### config.mk
export PLATFORM = sky130hd
export DESIGN_NAME = trig_channel
export DESIGN_NICKNAME = d
export VERILOG_FILES = /design/src/rtl/trig_chan_pkg.sv /design/src/rtl/trig_divider.sv /design/src/rtl/trig_delay.sv /design/src/rtl/trig_counter.sv /design/src/rtl/trig_channel.sv
export SDC_FILE = /design/constraint.sdc
export NUM_CORES = 1
export LEC_CHECK = 0
export ABC_CLOCK_PERIOD_IN_PS = 3000
export BUFFER_PORTS_ARGS = -buffer_cell sky130_fd_sc_hd__buf_4
export CAP_MARGIN = 0
export CORE_MARGIN = 2
export CORE_UTILIZATION = 41
export CTS_CLUSTER_SIZE = 16
export DETAILED_ROUTE_END_ITERATION = 16
export MAX_ROUTING_LAYER = met4
export PLACE_DENSITY_LB_ADDON = 0.15
export SETUP_SLACK_MARGIN = 0.05
export SYNTH_ARGS = -nofsm -noshare
export SYNTH_HDL_FRONTEND = slang
export SYNTH_HIERARCHICAL = 1
export SYNTH_SLANG_ARGS = --single-unit
### constraint.sdc
create_clock -name clk -period 3 [get_ports clk]
set_clock_uncertainty 0.05 [all_clocks]
set_input_delay 0.45 -clock clk [delete_from_list [all_inputs] [get_ports clk]]
set_output_delay 0.45 -clock clk [all_outputs]
set_load 0.05 [all_outputs]
### src/rtl/trig_chan_pkg.sv
package trig_chan_pkg;
    localparam int unsigned TRG_DIV_W = 32;
    localparam int unsigned TRG_DLY_W = 32;
    localparam int unsigned TRG_CNT_W = 32;

    typedef enum logic {
        DLY_IDLE = 1'b0,
        DLY_WAIT = 1'b1
    } dly_state_e;
endpackage

### src/rtl/trig_divider.sv
module trig_divider
    import trig_chan_pkg::*;
#(
    parameter int unsigned DIV_W = TRG_DIV_W
) (
    input  logic             clk,
    input  logic             rst,
    input  logic             src_evt,
    input  logic             sync_evt,
    input  logic [DIV_W-1:0] div_val,
    output logic             pulse
);
    localparam logic [DIV_W-1:0] ONE = DIV_W'(1);

    typedef struct packed {
        logic [DIV_W-1:0] cnt;
        logic             pulse;
    } div_state_t;

    div_state_t state_d, state_q;

    always_comb begin
        state_d       = state_q;
        state_d.pulse = 1'b0;
        if (sync_evt) begin
            // sync has priority: phase restarts, a coincident event fires
            state_d.cnt   = '0;
            state_d.pulse = src_evt;
        end else if (src_evt) begin
            if (state_q.cnt >= div_val) begin
                state_d.cnt   = '0;
                state_d.pulse = 1'b1;
            end else begin
                state_d.cnt = state_q.cnt + ONE;
            end
        end
    end

    always_ff @(posedge clk) begin
        if (rst) state_q <= '0;
        else     state_q <= state_d;
    end

    assign pulse = state_q.pulse;
endmodule

### src/rtl/trig_delay.sv
module trig_delay
    import trig_chan_pkg::*;
#(
    parameter int unsigned DLY_W = TRG_DLY_W
) (
    input  logic             clk,
    input  logic             rst,
    input  logic             pulse_in,
    input  logic [DLY_W-1:0] dly_val,
    output logic             pulse_out
);
    localparam logic [DLY_W-1:0] ONE = DLY_W'(1);

    typedef struct packed {
        dly_state_e       st;
        logic [DLY_W-1:0] rem;
        logic             fire;
    } dly_reg_t;

    dly_reg_t state_d, state_q;

    always_comb begin
        state_d      = state_q;
        state_d.fire = 1'b0;
        if (pulse_in) begin
            // a fresh pulse always restarts the single slot
            if (dly_val == '0) begin
                state_d.st   = DLY_IDLE;
                state_d.fire = 1'b1;
            end else begin
                state_d.st  = DLY_WAIT;
                state_d.rem = dly_val - ONE;
            end
        end else if (state_q.st == DLY_WAIT) begin
            if (state_q.rem == '0) begin
                state_d.st   = DLY_IDLE;
                state_d.fire = 1'b1;
            end else begin
                state_d.rem = state_q.rem - ONE;
            end
        end
    end

    always_ff @(posedge clk) begin
        if (rst) begin
            state_q.st   <= DLY_IDLE;
            state_q.rem  <= '0;
            state_q.fire <= 1'b0;
        end else begin
            state_q <= state_d;
        end
    end

    assign pulse_out = state_q.fire;
endmodule

### src/rtl/trig_counter.sv
module trig_counter
    import trig_chan_pkg::*;
#(
    parameter int unsigned CNT_W = TRG_CNT_W
) (
    input  logic             clk,
    input  logic             rst,
    input  logic             inc,
    output logic [CNT_W-1:0] count
);
    localparam logic [CNT_W-1:0] ONE = CNT_W'(1);

    logic [CNT_W-1:0] count_d, count_q;

    always_comb begin
        count_d = count_q;
        if (inc) count_d = count_q + ONE;
    end

    always_ff @(posedge clk) begin
        if (rst) count_q <= '0;
        else     count_q <= count_d;
    end

    assign count = count_q;
endmodule

### src/rtl/trig_channel.sv
module trig_channel
    import trig_chan_pkg::*;
#(
    parameter int unsigned DIV_W = TRG_DIV_W,
    parameter int unsigned DLY_W = TRG_DLY_W,
    parameter int unsigned CNT_W = TRG_CNT_W
) (
    input  logic             clk,
    input  logic             rst,
    input  logic             src_evt,
    input  logic             sync_evt,
    input  logic             cfg_enable,
    input  logic [DIV_W-1:0] cfg_div,
    input  logic             cfg_dly_en,
    input  logic [DLY_W-1:0] cfg_dly,
    output logic             trig_out,
    output logic [CNT_W-1:0] trig_count
);
    logic div_pulse;
    logic dly_pulse;
    logic sel_pulse;

    trig_divider #(.DIV_W(DIV_W)) u_div (
        .clk      (clk),
        .rst      (rst),
        .src_evt  (src_evt),
        .sync_evt (sync_evt),
        .div_val  (cfg_div),
        .pulse    (div_pulse)
    );

    trig_delay #(.DLY_W(DLY_W)) u_dly (
        .clk       (clk),
        .rst       (rst),
        .pulse_in  (div_pulse),
        .dly_val   (cfg_dly),
        .pulse_out (dly_pulse)
    );

    trig_counter #(.CNT_W(CNT_W)) u_cnt (
        .clk   (clk),
        .rst   (rst),
        .inc   (div_pulse),
        .count (trig_count)
    );

    always_comb begin
        sel_pulse = cfg_dly_en ? dly_pulse : div_pulse;
        trig_out  = cfg_enable & sel_pulse;
    end
endmodule

==> flow_summary.ini <==
[final_layout]
area_growth_pct = 19.8
n_fill_cell = 1617
n_antenna_cell = 0
fin_nets = 1068
layout-drive-gt1-share_pct = 19.1
stdcell_count = 1185

[worst_setup_path]
crit_required_ns = 3.22
critical_path.max_fanout = 29
path_class = reg2reg
slowest_delay_ns = 0.50
crit_buf_inv = 2
crit_cells = 9
worstSetupEndpointType = flop
r2r_cells = 9
start_kind = flop
crit_family = compound AO/OA/AOI/OAI gates
arrival_ns = 2.87
slowest_stage = a2111oi_0
crit_chain = inv_1 > ha_1 > nand2b_1 > a2111oi_0 > nor4_1 > o21a_1 > o31a_1 > buf_12 > nor3_1

[synthesis]
synth_most_common_cell = dfxtp_1
ys.flop_type = dfxtp_1
synth_area_per_cell_um2 = 7.90
synth_top_area_share_pct = 29.0
synth.area.top_cells = dfxtp_1 29%, ha_1 6.8%, xor2_1 6.0%
async_flop_share_pct = 0
synthesis.area_um2 = 6830
synth_edf_count = 0
syn_inst = 864
synth_seq_area_share_pct = 29.0
synth_nets = 971
yosysWarningCount = 6
yosysTopAreaCell = dfxtp_1
netlist_top_cells_count = 99 x dfxtp_1, 69 x nor2_1, 63 x nor3_1
synth_seq_cells = 99
netlist-cell-type-count = 66

[timing]
min_period_ns = 2.65
rsz0062_at_grt = false
setup_viol = 0
finalHoldViolCount = 0
min_period_over_period_pct = 88.4
slew_viol_final = 0
worst_pin_slew_ns = 0.478
max_freq_mhz = 377
max_slew_margin_pct = 67.3
fin_setup_tns_ns = 0
setup_ws_ns = 0.347

[placement]
detailed_place_hpwl_um = 13100
place_congestion = 0.888
post-place-ws_ns = 0.289
portBuffers = 102
place_inst = 1170

[global_routing]
antenna_found_initial = 0
grt_max_degree = 35
grt_pass1_wl_um = 30200
grt_use_total_pct = 21.2
grt_pass1_vias = 6068
gr-total-overflow = 0

[clock_tree]
clk_path_buf_depth = 2
clkLatencyLatePin_ns = 0.35
cts_tree = yes
numCtsBuffers = 9
htree_levels = 3
clockRootBuffer = clkbuf_16
path_clk_slew_ns = 0.07
clock_sinks = 99
post_cts_buffers = 0
post_cts_resized = 0
hold_buffers = 0

[floorplan]
die_w_um = 133
start_util_pct = 41.6
die-area_um2 = 17700
row_count = 47
dieHeight_um = 133
core_area_um2 = 16400
num_io_pins = 103

[hold_path]
hold_path_class = in2reg
hold_depth = 4

[power]
leakage_nw = 3.25
ir_worst_vdd_mv = 0.277
p_per_area_nw_per_um2 = 374

[detailed_routing]
drtAntennaViolNets = 0
routed_wl_um = 17800
drc = 0
route.detailed.wl_per_inst_um = 15.0
drtIter0Drc = 427
via_per_inst = 5.57
vias = 6599
firstDrtPassIters = 5

[status]
outcome = finished clean

[flow_run]
cap_violations = 0
==> final timing paths <==
check | start | to | slack, ns
max | u_div/state_q[1]$_SDFFE_PP0P_ | u_div/state_q[27]$_SDFFE_PP0P_ | 0.35
min | sync_evt | u_div/state_q[1]$_SDFFE_PP0P_ | 0.39
max reg2reg | u_div/state_q[1]$_SDFFE_PP0P_ | u_div/state_q[27]$_SDFFE_PP0P_ | 0.35
min reg2reg | u_dly/state_q[20]$_SDFFE_PP0P_ | u_dly/state_q[20]$_SDFFE_PP0P_ | 0.43
==> power breakdown <==
| part | switching, mW | internal (mW) | total [mW] |
|---|---|---|---|
| registers | 0.0202 | 1.33 | 1.35 |
| logic | 0.335 | 0.235 | 0.570 |
| clock network | 0.525 | 0.613 | 1.14 |
| total | 0.881 | 2.18 | 3.06 |
==> metrics by stage <==
stage	power (mW)	utilization [%]	area, um2	hold slack [ns]
2_1_floorplan	1.72	-	6830	0.404
3_3_place_gp	1.95	48.1	7890	0.428
3_5_place_dp	1.95	48.1	7890	0.424
4_1_cts	3.11	49.8	8180	0.376
5_1_grt	3.22	49.8	8180	0.395
6_report	3.06	49.8	8180	0.393
==> flip-flops by register name (all words and copies together) (netlist names) <==
name,cells
u_dly/pulse_out,1
u_cnt/count,32
u_div/state_q,32
u_div/pulse,1
u_dly/state_q,33
==> final cells by class <==
type                    instances  area [um2]  area share (%)
multi-input cells             672        4440            54.3
flip-flops and latches         99        1980            24.2
repair buffers                129        1010            12.3
well taps                     220         275            3.37
clock buffers                  11         253            3.09
inverters                      50         188            2.30
clock inverters                 4        33.8           0.413
==> routing by layer <==
metal  vias up  part of all wire [%]  track usage (%)
li1       3360                     -                -
met1      3066                    50             29.1
met5         -                     0                -
met2       162                    45             32.5
met3        11                   4.5             3.41
met4         0                  0.78             5.44
==> worst min-delay path: stages <==
cell and delay (ns):
buf_4 0.09, nor2_1 0.04, inv_1 0.11, a21oi_1 0.05
==> kinds of logic (layout without fill, tap and decap cells) <==
family	Yosys count	in the layout	share of synthesized area (%)
compound gates	168	168	15.4
xor+xnor	66	66	8.47
fa+ha+maj	37	37	6.78
buf+inv	93	194	5.96
flops	99	99	29.0
mux	14	14	2.25
simple gates	387	387	32.1
==> layout by cell type (no fill, tap or decap), drive strengths merged, types with 4 or more instances in the layout <==
master	netlist	final
o31ai	11	11
nor2	69	69
mux2	11	11
nand2	52	52
ha	37	37
o32ai	4	4
xor2	47	47
nand4	39	39
nor4	24	24
nand3	33	33
xnor2	19	19
o21ai	41	41
and4	11	11
inv	50	52
or3	9	9
buf	15	129
a21o	4	4
a31oi	7	7
o31a	4	4
nand2b	9	9
a21oi	61	61
nor3	76	76
dfxtp	99	99
nor2b	22	22
nor3b	6	6
clkbuf	28	11
and3	12	12
or4	12	12
o21a	5	5
No activity file was read; power rests on OpenSTA's default activity.
